[src/rtl/prg_pkg.sv]
package prg_pkg;
  localparam int unsigned RATE_W = 4;
  localparam int unsigned DIV_W  = 3;

  // Control byte A fields kept by the block (bit 7 is not stored)
  typedef struct packed {
    logic [DIV_W-1:0]  div;
    logic [RATE_W-1:0] rate;
  } rate_ctl_t;

  // Interval in ticks for a rate code; 0 means no events
  function automatic int unsigned rate_period(input int unsigned code);
    if (code == 0)     return 0;
    else if (code < 3) return 32'd64 << code;
    else               return 32'd1 << (code - 1);
  endfunction

  // Dividers count when the control field is 3'b010 or lower
  function automatic logic div_running(input logic [DIV_W-1:0] div);
    return div <= 3'b010;
  endfunction

  // Dividers held cleared when the two upper bits are set
  function automatic logic div_held(input logic [DIV_W-1:0] div);
    return div[DIV_W-1 -: 2] == 2'b11;
  endfunction
endpackage

[src/rtl/prg_ctl_regs.sv]
module prg_ctl_regs
  import prg_pkg::*;
#(
  parameter logic [7:0] RESET_A   = 8'h26,
  parameter logic       RESET_PIE = 1'b0
) (
  input  logic                     clk,
  input  logic                     rst_n,
  input  logic [RATE_W+DIV_W-1:0]  a_wdata,
  input  logic                     a_we,
  input  logic                     pie_wbit,
  input  logic                     b_we,
  output rate_ctl_t                ctl_q,
  output logic                     pie_q
);
  localparam int unsigned CTL_W = RATE_W + DIV_W;

  always_ff @(posedge clk) begin
    if (!rst_n) begin
      ctl_q <= rate_ctl_t'(RESET_A[CTL_W-1:0]);
      pie_q <= RESET_PIE;
    end else begin
      if (a_we) ctl_q <= rate_ctl_t'(a_wdata);
      if (b_we) pie_q <= pie_wbit;
    end
  end
endmodule

[src/rtl/prg_period_sel.sv]
module prg_period_sel
  import prg_pkg::*;
#(
  parameter int unsigned PER_W = 16
) (
  input  logic [RATE_W-1:0] rate,
  input  logic              pie,
  output logic [PER_W-1:0]  period,
  output logic              active
);
  localparam int unsigned CODES = 2 ** RATE_W;

  logic [PER_W-1:0] per_lut [CODES];

  for (genvar c = 0; c < CODES; c++) begin : g_lut
    assign per_lut[c] = PER_W'(rate_period(c));
  end

  assign period = pie ? per_lut[rate] : '0;
  assign active = (period != '0);
endmodule

[src/rtl/prg_elapsed_cnt.sv]
module prg_elapsed_cnt #(
  parameter int unsigned TICK_W = 15,
  parameter int unsigned PER_W  = TICK_W + 1
) (
  input  logic              clk,
  input  logic              rst_n,
  input  logic              tick_en,
  input  logic              running,
  input  logic              held,
  input  logic              active,
  input  logic [PER_W-1:0]  period,
  output logic [TICK_W-1:0] elapsed_q,
  output logic              fire
);
  logic [PER_W-1:0] nxt;
  logic             due;

  // Ticks since the last event, compared against whatever interval is current
  assign nxt  = PER_W'(elapsed_q) + PER_W'(1);
  assign due  = (nxt >= period);
  assign fire = active && running && tick_en && due;

  always_ff @(posedge clk) begin
    if (!rst_n) begin
      elapsed_q <= '0;
    end else if (held || !active) begin
      elapsed_q <= '0;
    end else if (running && tick_en) begin
      elapsed_q <= due ? '0 : nxt[TICK_W-1:0];
    end
  end
endmodule

[src/rtl/prd_rate_gen.sv]
module prd_rate_gen
  import prg_pkg::*;
#(
  parameter int unsigned TICK_W  = 15,
  parameter int unsigned DATA_W  = 8,
  parameter int unsigned PIE_BIT = 6,
  parameter logic [7:0]  RESET_A = 8'h26,
  parameter logic [7:0]  RESET_B = 8'h02
) (
  input  logic              clk,
  input  logic              rst_n,
  input  logic              tick_en,
  input  logic [DATA_W-1:0] reg_a_wdata,
  input  logic              reg_a_we,
  input  logic [DATA_W-1:0] reg_b_wdata,
  input  logic              reg_b_we,
  output logic              flag_set_o,
  output logic              irq_req_o
);
  localparam int unsigned PER_W = TICK_W + 1;
  localparam int unsigned CTL_W = RATE_W + DIV_W;

  rate_ctl_t          ctl_q;
  logic               pie_q;
  logic               run_w;
  logic               held_w;
  logic [PER_W-1:0]   period_w;
  logic               active_w;
  logic [TICK_W-1:0]  elapsed_w;
  logic               fire_w;
  logic               unused_bits;

  // Bits of the write data that carry no field for this block
  assign unused_bits = reg_a_wdata[DATA_W-1]
                     ^ (^(reg_b_wdata & ~(DATA_W'(1) << PIE_BIT)));

  prg_ctl_regs #(
    .RESET_A   (RESET_A),
    .RESET_PIE (RESET_B[PIE_BIT])
  ) regs_i (
    .clk      (clk),
    .rst_n    (rst_n),
    .a_wdata  (reg_a_wdata[CTL_W-1:0]),
    .a_we     (reg_a_we),
    .pie_wbit (reg_b_wdata[PIE_BIT]),
    .b_we     (reg_b_we),
    .ctl_q    (ctl_q),
    .pie_q    (pie_q)
  );

  assign run_w  = div_running(ctl_q.div);
  assign held_w = div_held(ctl_q.div);

  prg_period_sel #(.PER_W(PER_W)) sel_i (
    .rate   (ctl_q.rate),
    .pie    (pie_q),
    .period (period_w),
    .active (active_w)
  );

  prg_elapsed_cnt #(.TICK_W(TICK_W), .PER_W(PER_W)) cnt_i (
    .clk       (clk),
    .rst_n     (rst_n),
    .tick_en   (tick_en),
    .running   (run_w),
    .held      (held_w),
    .active    (active_w),
    .period    (period_w),
    .elapsed_q (elapsed_w),
    .fire      (fire_w)
  );

  always_ff @(posedge clk) begin
    if (!rst_n) begin
      flag_set_o <= 1'b0;
      irq_req_o  <= 1'b0;
    end else begin
      flag_set_o <= fire_w;
      irq_req_o  <= fire_w && pie_q;
    end
  end
endmodule

[config.mk]
export PLATFORM = sky130hd
export DESIGN_NAME = prd_rate_gen
export DESIGN_NICKNAME = d
export VERILOG_FILES = /design/src/rtl/prg_pkg.sv /design/src/rtl/prg_ctl_regs.sv /design/src/rtl/prg_period_sel.sv /design/src/rtl/prg_elapsed_cnt.sv /design/src/rtl/prd_rate_gen.sv
export SDC_FILE = /design/constraint.sdc
export NUM_CORES = 1
export LEC_CHECK = 0
export ABC_AREA = 0
export ABC_CLOCK_PERIOD_IN_PS = 2800
export BUFFER_PORTS_ARGS = -buffer_cell sky130_fd_sc_hd__buf_2
export CAP_MARGIN = 30
export CORE_ASPECT_RATIO = 0.6
export CORE_UTILIZATION = 50
export DETAILED_ROUTE_END_ITERATION = 8
export MAX_ROUTING_LAYER = met4
export PLACE_DENSITY = 0.81
export SLEW_MARGIN = 20
export SYNTH_ARGS = -nofsm -noshare
export SYNTH_HDL_FRONTEND = slang
export SYNTH_HIERARCHICAL = 1
export SYNTH_SLANG_ARGS = --single-unit
[constraint.sdc]
create_clock -name clk -period 2.8 [get_ports clk]
set_input_delay 0 -clock clk [delete_from_list [all_inputs] [get_ports clk]]
set_output_delay 0 -clock clk [all_outputs]
set_load 0.02 [all_outputs]
# == Yosys cells after proc, flatten, opt, wreduce, memory -nomap -nowiden ==
# Memory sizes are Yosys's and may differ from the RTL's.
# Cells that the tools add are included.
# totals
ff_bits,25
romBits,256
inputBits,21
word_cells,27
mem_count,1
# mem_list
name,words,width,rd,rd_ports_with_merged_regs,wr,line_no,rtl
(no name shown),16,16,1,0,0,prg_period_sel.sv:19,assign period = pie ? per_lut[rate] : '0;
# classes
addsub,1
n_lt_le_gt_ge,3
n_eq_ne,1
mux,4
n_bitwise,2
reduce_logical,9
# op_table
operator,count
$mux 16,3
$add 15x1->16 const B,1
$ge 16x16->1,1
$reduce_bool 16->1,1
$mux 15,1
$ge 5x5->1 const B,1
$logic_and 1x1->1,5
$not 4->5,1
$le 3x2->1 const B,1
$eq 2x2->1 const B,1
$reduce_or 2->1,1
$logic_not 1->1,1
$logic_or 1x1->1,1
$not 1->1,1

# == Longest topological paths before layout ==
# Gate-level depths: netlist (run 1).
# logic_depth
word_depth,10
ltp_mapped,13

# == Cells and area by module ==
# Netlist (run 1), hierarchy kept.
# by_module_without_submodules
module,instances,cells_each,area_per_inst_um2,seq_area_each_um2
prg_elapsed_cnt,1,143,1291.2,300.3
prg_ctl_regs,1,25,294.0,160.2
prg_period_sel,1,27,152.6,0.0
prd_rate_gen,1,6,63.8,40.0

# == Least setup slack after synthesis (run 1) ==
# Ideal clock, no wire load.
# synth_timing
path_kind,register to register
start,reg cnt_i.elapsed_q[0]
end,reg cnt_i.elapsed_q[11]
arrival_ns,2.721
required_ns,2.683
setup_slack_ns,-0.038
stages_incl_launch_ff,13
n_path_buf,2
cell_sequence,dfxtp_1 > ha_1 > nand2_1 > nor4_2 > nand3_1 > xnor2_1 > ha_1 > and4_4 > o211ai_1 > o32a_1 > buf_6 > buf_6 > a32o_1
# synth_between
elab_chain_cells,3
# synth_lines
element,line_no,rtl
start: declaration,prg_elapsed_cnt.sv:12,"output logic [TICK_W-1:0] elapsed_q,"
start signal: assignment,prg_elapsed_cnt.sv:29,elapsed_q <= due ? '0 : nxt[TICK_W-1:0];
$add 15x1->16 (*),prg_elapsed_cnt.sv:19,assign nxt = PER_W'(elapsed_q) + PER_W'(1);
$ge 16x16->1,prg_elapsed_cnt.sv:20,assign due = (nxt >= period);
$mux 15 (*),prg_elapsed_cnt.sv:29,
# Every way passes the cells marked *; elsewhere a longest branch is shown, timed or not.
# A chain may end at the register's enable or synchronous reset.

# == Final worst setup path (run 1) ==
# layout_timing
start,reg cnt_i.elapsed_q[5]
end,reg cnt_i.elapsed_q[14]
# The elaborated chain is that of the path after synthesis.

==> results of run 1 <==
[flip-flops by register name, summed over array words and instances, names as in the netlist]
| signal | flops |
|---|---|
| flag_set_o | 1 |
| regs_i/ctl_q | 7 |
| cnt_i/elapsed_q | 15 |
| irq_req_o | 1 |
| regs_i/pie_q | 1 |
[worst max-delay path by stage]
stage	to	cells past startpoint	start	slack, ns
floorplan	cnt_i/elapsed_q[13]	12	cnt_i/elapsed_q[2]	0.02
global placement	cnt_i/elapsed_q[14]	11	cnt_i/elapsed_q[5]	0.02
detailed placement	cnt_i/elapsed_q[14]	11	cnt_i/elapsed_q[8]	0.002
CTS	cnt_i/elapsed_q[13]	12	cnt_i/elapsed_q[5]	0.008
global route	cnt_i/elapsed_q[2]	12	cnt_i/elapsed_q[5]	-0.16
finish	cnt_i/elapsed_q[14]	11	cnt_i/elapsed_q[5]	-0.05
[synthesized netlist by cell type (all sizes together) (2+ instances only)]
master	instances	area, um^2
o21ai	3	18.8
a21oi	9	48.8
nand2b	5	31.3
nand2	15	56.3
o211ai	2	20.0
and3	2	12.5
and4	2	20.0
nor2	15	63.8
a2111oi	2	36.3
dfxtp	25	500
nand3b	5	37.5
nand3	10	50.1
mux2i	10	100
xnor2	7	61.3
nor3	3	26.3
and2	3	18.8
ha	17	213
nor2b	5	31.3
nand4	3	25.0
a31oi	2	12.5
xor2	6	60.1
inv	18	67.6
a32o	11	110
buf	8	72.6
[cells by family (layout without fill, tap and decap cells)]
group / Yosys count / count (layout)
AND/OR/NAND/NOR: 73 / 73
AO/OA/AOI/OAI: 35 / 35
buffers and inverters: 27 / 65
flip-flops: 25 / 25
adder cells (fa/ha/maj): 17 / 17
XOR/XNOR: 13 / 13
multiplexers: 10 / 10
other: 1 / 3
[metrics by stage]
| stage | hold slack, ns | setup slack (ns) | util [%] |
|---|---|---|---|
| 2_1_floorplan | 0.0619 | 0.0194 | - |
| 3_3_place_gp | 0.213 | 0.0179 | 59.5 |
| 3_5_place_dp | 0.220 | 0.00183 | 59.7 |
| 4_1_cts | 0.00120 | 0.00783 | 63.9 |
| 5_1_grt | 0.000109 | -0.157 | 67.3 |
| 6_report | 0.00114 | -0.0495 | 67.3 |
[power groups by stage]
| stage | registers (mW) | clock network (mW) | logic [mW] |
|---|---|---|---|
| after CTS | 0.372 | 0.225 | 0.0817 |
| final | 0.372 | 0.218 | 0.0885 |
| after global placement | 0.380 | 0 | 0.0689 |
| after detailed placement | 0.380 | 0 | 0.0718 |
| after global routing | 0.374 | 0.242 | 0.0961 |
| after floorplan | 0.378 | 0 | 0.0548 |
[final cells by class]
type	instances	share of cell area (%)
timing repair buffer	43	15.1
clock buffer	4	2.00
inverter	18	3.00
tap	45	2.50
multi-input combinational	151	54.8
sequential	25	22.5
[worst min-delay path: cells and delay by family]
kind | cells | cell delay [ns]
multiplexers | 1 | 0.05
buffers and inverters | 1 | 0.07
AND/OR/NAND/NOR | 1 | 0.11
[routing by layer]
layer  routed length, um  global-route usage (%)  vias to the layer above
met5                   0                       -                        -
met4                   0                    1.82                        0
met3                 359                    6.23                        0
met2                1780                    30.1                       50
met1                2010                    32.7                      711
li1                    -                       -                      791
[what timing repair did]
action	in CTS	in global routing
endpoints found under the setup margin	6	17
gates cloned	0	1
pin swaps	1	5
setup buffers	0	4
hold endpoints to repair	6	0
hold buffers	9	0
gates resized for setup	1	14
==> flow_summary_export.csv, run 1 <==
group,metric,value,unit
synthesis,synth-seq-cells,25,
route,wl_per_cell,14.5,um
worst_setup_path,critical_path.max_stage_delay,0.43,ns
cts,cts-buffers-inserted,3,
pwr,leakage,0.919,nW
worst_setup_path,r2r_slack,-0.05,ns
synthesis,syn_area,1800,um^2
synthesis,synth_top_family_by_area,"simple AND/OR/NAND/NOR gates",
timing,fin_ws,-0.0495,ns
hold_path,hold_path_class,"input port to register",
die,ios,23,
placement,gp_congestion,0.867,
timing,tightest_slew,0.537,ns
layout,fin_cells,286,
run_status,violations,"negative setup slack",
hold_path,hold_path_depth,3,
synthesis,synth-xor-area-share,6.74,%
layout,final_cell_mix,"dfxtp_1, inv_1, buf_4",
pwr,internal_power,0.509,mW
placement,placed_area,2000,um^2
hold_path,hold_start,"reg_a_wdata[4]",
timing,finalCriticalPeriod,2.85,ns
layout,area_delta_synth_final,24.9,%
synthesis,synth-compound-area-share,16.6,%
synthesis,synth_fa_ha_area_share,11.8,%
layout,finalNetCount,280,
layout,seqCellArea,507,um^2
cts,clkLatencyLatePin,0.27,ns
run_status,status,"finished with violations",
timing,slew_headroom,64.2,%
synthesis,yosys_warnings,6,
pwr,seqPwrFrac,54.8,%
global_routing,track_usage,21.9,%
timing,min_period_over_period,102,%
worst_setup_path,rr_worst_depth,11,
timing,fmax,351,MHz
placement,hpwl,2920,um
route,drc,0,
die,die_area,3860,um^2
synthesis,synthFlopType,"dfxtp_1",
worst_setup_path,crit_chain,"nand4_4 -> or3_4 -> nor3_4 -> xor2_1 -> ha_1 -> and4_4 -> o211ai_1 -> o32a_1 -> buf_4 -> a31oi_1 -> mux2i_1",
timing,fin_worst_skew,0.00522,ns
pwr,pwr-share-clk,32.2,%
global_routing,antenna_found_initial,0,
placement,buffer_ports.inserted,14,
cts,cts.clk_slew.worst_paths,0.09,ns
synthesis,ys_async_sr_fraction,0,%
job,maxCapViolCount,0,
pwr,p_total,0.679,mW
worst_setup_path,crit_type,"register to register",
route,drt_iter0_markers,102,
timing,fin_setup_tns,-0.225,ns
die,start_util,53.9,%
global_routing,grt_pass1_vias,1381,
route,dr.pass1.iters,4,
layout,layout_commonest_cell,"dfxtp_1",
layout,final_cell_area,2250,um^2
timing,hold_violations,0,
global_routing,grt_pass1_wl,6320,um
worst_setup_path,critPathMaxFanout,9,
synthesis,synth-edff-count,0,
cts,htreeDepth,1,
worst_setup_path,reg2reg_from,"cnt_i/elapsed_q[5]",
cts,cts_tree,"done",
die,die_y,48.5,um
die,fp-row-count,16,
die,core,3340,um^2
placement,placed_cells,268,
hold_path,min_to,"regs_i/ctl_q[4]",
synthesis,synth.mux.area_fraction,5.56,%
pwr,switchingPower,0.170,mW
cts,cts.sinks,25,
worst_setup_path,path_buf_inv,1,
worst_setup_path,critPathArrivalTime,3.01,ns
timing,grt_setup_unrepaired,"yes",
layout,multiInputGateArea,1230,um^2
layout,diodes,0,
route,ant_nets,0,
route,wirelength,4150,um
pwr,combPwrFrac,13.0,%
timing,slew_violations,0,
worst_setup_path,end_kind,"register",
die,die_w,79.5,um
pwr,swShare,25.1,%
synthesis,synth_cells,201,
cts,clockBufferDepth,2,
route,vias,1552,
route,viasPerCell,5.43,
worst_setup_path,critPathTopFamily,"simple AND/OR/NAND/NOR gates",
global_routing,overflow,0,
pwr,powerDensity,302,nW/um^2
worst_setup_path,required,2.96,ns
worst_setup_path,crit_slowest_cell,"or3_4",
synthesis,ys_seq_area_share,27.8,%
pwr,ir_drop,229,uV
worst_setup_path,start_kind,"register",
layout,fill_cells,268,
timing,setup_viol,14,
global_routing,grt_max_degree,18,
layout,drive_gt1_share,26.1,%
synthesis,avgSynthCellArea,8.96,um^2
worst_setup_path,r2r-end,"cnt_i/elapsed_q[14]",
cts,clock-root-buffer,"clkbuf_8",
synthesis,synthSimpleGateAreaFrac,23.3,%
synthesis,synth_cell_types,49,
No activity file was read; power rests on OpenSTA's default activity.
==> run 2: changes to the inputs <==
ABC_CLOCK_PERIOD_IN_PS = 2400   (was 2800)
clock period = 2.4 ns   (was 2.8 ns; I/O delays follow)
==> run 2 against run 1 <==
Against the previous run:
- the run still ends with negative setup slack left
- hold slack better by 0.0020 ns
- highest routed layer is now met4
- sequential share of layout area decreased by 1.7 points
- clock power increased by 18%
- clock skew down 0.0013 ns
- non-clock buffer count up 22
- global-route usage rose by 4.3 points
- cell count rose by 7.7%
- register-to-register slack got worse by 0.33 ns
- clock-buffer cell count unchanged
- power increased by 22%
- wire length is 15% higher
- fmax is 2.4% higher
==> flow_summary_export.csv, run 2 (synthesized netlist as in run 1, its figures left out) <==
group,metric,value,unit
hold_path,hold_start,"reg_b_wdata[6]",
cts,cts-buffers-inserted,3,
route,viasPerCell,5.46,
global_routing,antenna_found_initial,0,
worst_setup_path,start_kind,"register",
pwr,powerDensity,340,nW/um^2
timing,min_period_over_period,116,%
die,start_util,53.9,%
pwr,ir_drop,316,uV
route,drc,0,
layout,largest_reg_flops,15,
cts,cts.clk_slew.worst_paths,0.09,ns
route,ant_nets,0,
hold_path,hold_path_class,"input port to register",
timing,grt_setup_unrepaired,"yes",
cts,clkLatencyLatePin,0.27,ns
worst_setup_path,reg2reg_from,"cnt_i/elapsed_q[5]",
layout,finalNetCount,302,
route,dr.pass1.iters,5,
pwr,leakage,1.05,nW
die,die_area,3860,um^2
worst_setup_path,crit_type,"register to register",
timing,hold_violations,0,
worst_setup_path,critPathArrivalTime,2.95,ns
global_routing,track_usage,26.2,%
run_status,status,"finished with violations",
die,die_y,48.5,um
global_routing,grt_max_degree,18,
die,fp-row-count,16,
placement,placed_area,2200,um^2
layout,layout_commonest_cell,"buf_4",
placement,gp_congestion,0.885,
worst_setup_path,required,2.57,ns
cts,clockBufferDepth,2,
cts,htreeDepth,1,
die,core,3340,um^2
layout,area_delta_synth_final,35.6,%
timing,fmax,359,MHz
timing,fin_worst_skew,0.00393,ns
layout,top_register,"cnt_i/elapsed_q",
die,ios,23,
route,wirelength,4760,um
layout,drive_gt1_share,31.9,%
placement,place_ws,-0.357,ns
cts,cts_tree,"done",
global_routing,overflow,0,
route,wl_per_cell,15.5,um
global_routing,grt_pass1_vias,1599,
global_routing,grt_pass1_wl,7520,um
cts,cts.sinks,25,
layout,final_cell_mix,"buf_4, dfxtp_1, inv_1",
run_status,violations,"negative setup slack",
layout,reg_top3,"cnt_i/elapsed_q x15, regs_i/ctl_q x7",
cts,clock-root-buffer,"clkbuf_8",
timing,slew_violations,0,
timing,tightest_slew,0.540,ns
route,vias,1681,
layout,fill_cells,238,
layout,final_cell_area,2440,um^2
timing,setup_viol,17,
route,drt_iter0_markers,151,
placement,hpwl,3340,um
worst_setup_path,startpoint,"cnt_i/elapsed_q[5]",
timing,fin_ws,-0.382,ns
die,die_w,79.5,um
worst_setup_path,critPathMaxFanout,8,
worst_setup_path,end_kind,"register",
placement,buffer_ports.inserted,14,
timing,slew_headroom,63.0,%
job,maxCapViolCount,0,
layout,diodes,0,
timing,finalCriticalPeriod,2.78,ns
## run 2: cell count changes in the layout (fill, tap and decap cells not counted), sizes merged
cell / change
buf: +21
clkbuf: +1
## run 2: report_power, final
group / total [mW] / switching, mW / internal, mW
clock network: 0.258 / 0.139 / 0.119
logic: 0.141 / 0.0645 / 0.0767
registers: 0.431 / 0.00853 / 0.423
total: 0.831 / 0.212 / 0.619
## run 2: worst paths after layout
path / end / slack (ns) / cells past startpoint
max: cnt_i/elapsed_q[4] / -0.38 / 10
min reg2reg: cnt_i/elapsed_q[10] / 0.51 / 1
min: regs_i/pie_q / 0.003 / 3
max reg2reg: cnt_i/elapsed_q[4] / -0.38 / 10
## run 2: final cells by class
class	count	area (um^2)	area share, %
Timing Repair Buffer	65	536	21.9
Clock buffer	4	45.0	1.84
Multi-Input combinational cell	151	1230	50.4
Tap cell	45	56.3	2.31
Sequential cell	25	508	20.8
Inverter	18	67.6	2.77
## run 2: per-layer routing
metal  vias to the layer above  track usage, %  wire [um]
met4                         0            7.88         85
met2                        69            36.2       2000
li1                        842               -          -
met5                         -               -          0
met3                         8            6.79        299
met1                       762            37.0       2380
## run 2: metrics by stage
stage	TNS [ns]	total power, mW	cells	util (%)	hold WS, ns
detailed placement	-5.44	0.546	291	65.9	0.221
CTS	-5.09	0.808	305	70.7	0.00614
global route	-7.47	0.861	308	73.1	0.0147
floorplan	-3.54	0.506	203	-	0.0619
global placement	-4.39	0.542	290	65.7	0.215
finish	-5.74	0.831	308	73.1	0.00318
## run 2: worst max-delay path, stage by stage, from the launching register on
cell and delay (ns):
dfxtp_2 0.36, nand4_4 0.15, or3_4 0.45, nor2_4 0.11, xor2_2 0.09, ha_1 0.34, and4_1 0.25, o211ai_1 0.12
o32a_4 0.38, clkbuf_16 0.18, a32o_1 0.24
## run 2: timing repair
action                                 4_1_cts  5_1_grt
pin swaps                                    0       10
endpoints found under the hold margin        7        0
buffers inserted                             1        1
hold buffers                                 9        0
setup endpoints to repair                   17       17
gates resized for setup                      3        4
cloned                                       0        2
==> run 3: changes to the inputs <==
GPL_TIMING_DRIVEN = 0   (was unset)
==> run 3 against run 2 <==
Against the previous run:
- the flow still finishes with violations (negative setup slack)
- power shrank 0.88%
- die area unchanged
- cell area down 4.8%
- core utilization shrank 3.5 points
- clock-buffer cell count did not move
- sequential power hardly changed
==> flow_summary_export.csv, run 3 (synthesized netlist as in run 1, its figures left out) <==
group,metric,value,unit
global_routing,grt_pass1_wl,6890,um
hold_path,hold_path_depth,3,
route,dr.pass1.iters,4,
pwr,pwr-share-clk,32.0,%
layout,diodes,0,
worst_setup_path,critPathTopFamily,"simple AND/OR/NAND/NOR gates",
worst_setup_path,rr_worst_depth,12,
pwr,combPwrFrac,15.6,%
job,maxCapViolCount,0,
layout,top_register,"cnt_i/elapsed_q",
die,core,3340,um^2
global_routing,track_usage,24.1,%
route,wirelength,4340,um
global_routing,antenna_found_initial,0,
route,ant_nets,0,
cts,clkLatencyLatePin,0.27,ns
worst_setup_path,start_kind,"register",
pwr,leakage,0.939,nW
die,die_w,79.5,um
cts,htreeDepth,1,
die,die_y,48.5,um
die,start_util,53.9,%
worst_setup_path,crit_chain,"nand4_4 -> or3_4 -> nor3_4 -> xor2_1 -> ha_1 -> and4_4 -> o211ai_1 -> o32a_1 -> buf_6 -> buf_8 -> a21oi_4 -> and3_4",
pwr,internal_power,0.608,mW
placement,buffer_ports.inserted,13,
pwr,powerDensity,354,nW/um^2
cts,cts.sinks,25,
layout,final_cell_mix,"inv_1, dfxtp_1, buf_4",
worst_setup_path,required,2.62,ns
layout,largest_reg_flops,15,
global_routing,overflow,0,
layout,multiInputGateArea,1260,um^2
worst_setup_path,end_kind,"register",
cts,clockBufferDepth,2,
worst_setup_path,r2r_slack,-0.48,ns
pwr,swShare,26.1,%
cts,cts.clk_slew.worst_paths,0.09,ns
layout,fill_cells,251,
worst_setup_path,crit_type,"register to register",
worst_setup_path,crit_slowest_cell,"or3_4",
placement,gp_congestion,0.865,
worst_setup_path,critical_path.max_stage_delay,0.45,ns
pwr,switchingPower,0.215,mW
timing,finalHoldWorstSlack,0.0110,ns
worst_setup_path,critPathMaxFanout,6,
worst_setup_path,r2r-end,"irq_req_o",
layout,reg_top3,"cnt_i/elapsed_q x15, regs_i/ctl_q x7",
pwr,seqPwrFrac,52.5,%
layout,post-route-util,69.5,%
layout,finalNetCount,284,
layout,fin_cells,290,
timing,tightest_slew,0.572,ns
timing,finalCriticalPeriod,2.88,ns
timing,slew_violations,0,
global_routing,grt_max_degree,14,
run_status,violations,"negative setup slack",
hold_path,hold_path_class,"input port to register",
pwr,ir_drop,258,uV
timing,fin_worst_skew,0.00158,ns
worst_setup_path,path_buf_inv,2,
timing,fmax,348,MHz
timing,setup_viol,17,
cts,clock-root-buffer,"clkbuf_8",
route,drc,0,
worst_setup_path,reg2reg_from,"cnt_i/elapsed_q[3]",
worst_setup_path,critPathArrivalTime,3.10,ns
layout,area_delta_synth_final,29.0,%
cts,cts-buffers-inserted,3,
route,drt_iter0_markers,185,
placement,placed_cells,261,
die,ios,23,
layout,drive_gt1_share,27.8,%
layout,seqCellArea,519,um^2
die,die_area,3860,um^2
route,wl_per_cell,15.0,um
global_routing,grt_pass1_vias,1439,
timing,grt_setup_unrepaired,"yes",
route,vias,1620,
timing,hold_violations,0,
die,fp-row-count,16,
run_status,status,"finished with violations",
timing,fin_ws,-0.477,ns
cts,cts_tree,"done",
hold_path,hold_start,"reg_b_we",
placement,hpwl,2900,um
route,viasPerCell,5.59,
timing,slew_headroom,61.8,%
hold_path,min_to,"regs_i/pie_q",
pwr,p_total,0.823,mW
timing,min_period_over_period,120,%
-- run 3: how the worst max path moves through the flow --
stage                       startpoint             endpoint  slack [ns]  cells past startpoint
finish              cnt_i/elapsed_q[3]            irq_req_o       -0.48                     12
global route        cnt_i/elapsed_q[3]            irq_req_o       -0.60                     12
CTS                 cnt_i/elapsed_q[2]            irq_req_o       -0.44                     13
detailed placement  cnt_i/elapsed_q[0]            irq_req_o       -0.66                     13
global placement    cnt_i/elapsed_q[0]            irq_req_o       -0.62                     13
floorplan           cnt_i/elapsed_q[2]  cnt_i/elapsed_q[11]       -0.26                     12
-- run 3: power by group through the flow --
stage	Combinational, mW	Sequential (mW)	Clock, mW
floorplan	0.0646	0.441	0
detailed placement	0.0875	0.445	0
CTS	0.111	0.431	0.262
global placement	0.0869	0.444	0
finish	0.128	0.432	0.263
global route	0.138	0.434	0.285
-- run 3: per-stage QoR --
step	TNS, ns	worst slack (ns)	area [um^2]
2_1_floorplan	-3.54	-0.263	1850
6_report	-7.27	-0.477	2320
3_5_place_dp	-8.75	-0.659	1970
3_3_place_gp	-8.25	-0.618	1970
4_1_cts	-6.73	-0.440	2260
5_1_grt	-9.20	-0.602	2320
-- run 3: layout make-up --
class                           instances  area share [%]
Multi-Input combinational cell        151            54.0
Sequential cell                        25            22.3
Clock buffer                            4            1.94
Inverter                               18            2.91
Buffer                                  8            3.23
Timing Repair Buffer                   39            13.1
Tap cell                               45            2.42
-- run 3: what timing repair did --
action | 4_1_cts | 5_1_grt
buffers inserted | 8 | 5
gates cloned | 1 | 1
hold buffers | 11 | 0
gates resized for setup | 15 | 4
endpoints found under the setup margin | 17 | 17
pin swaps | 9 | 14
endpoints found under the hold margin | 8 | 0
-- run 3: metal layers --
metal | part of all wire (%) | GRT usage [%]
met4 | 0.71 | 5.45
met5 | 0 | -
met1 | 48 | 34.2
met2 | 43 | 34.8
met3 | 7.7 | 5.28
-- run 3: worst min-delay path, delay by kind of cell --
| kind | cells | cell delay (ns) |
|---|---|---|
| buf+inv | 1 | 0.09 |
| simple gates | 1 | 0.10 |
| mux | 1 | 0.07 |
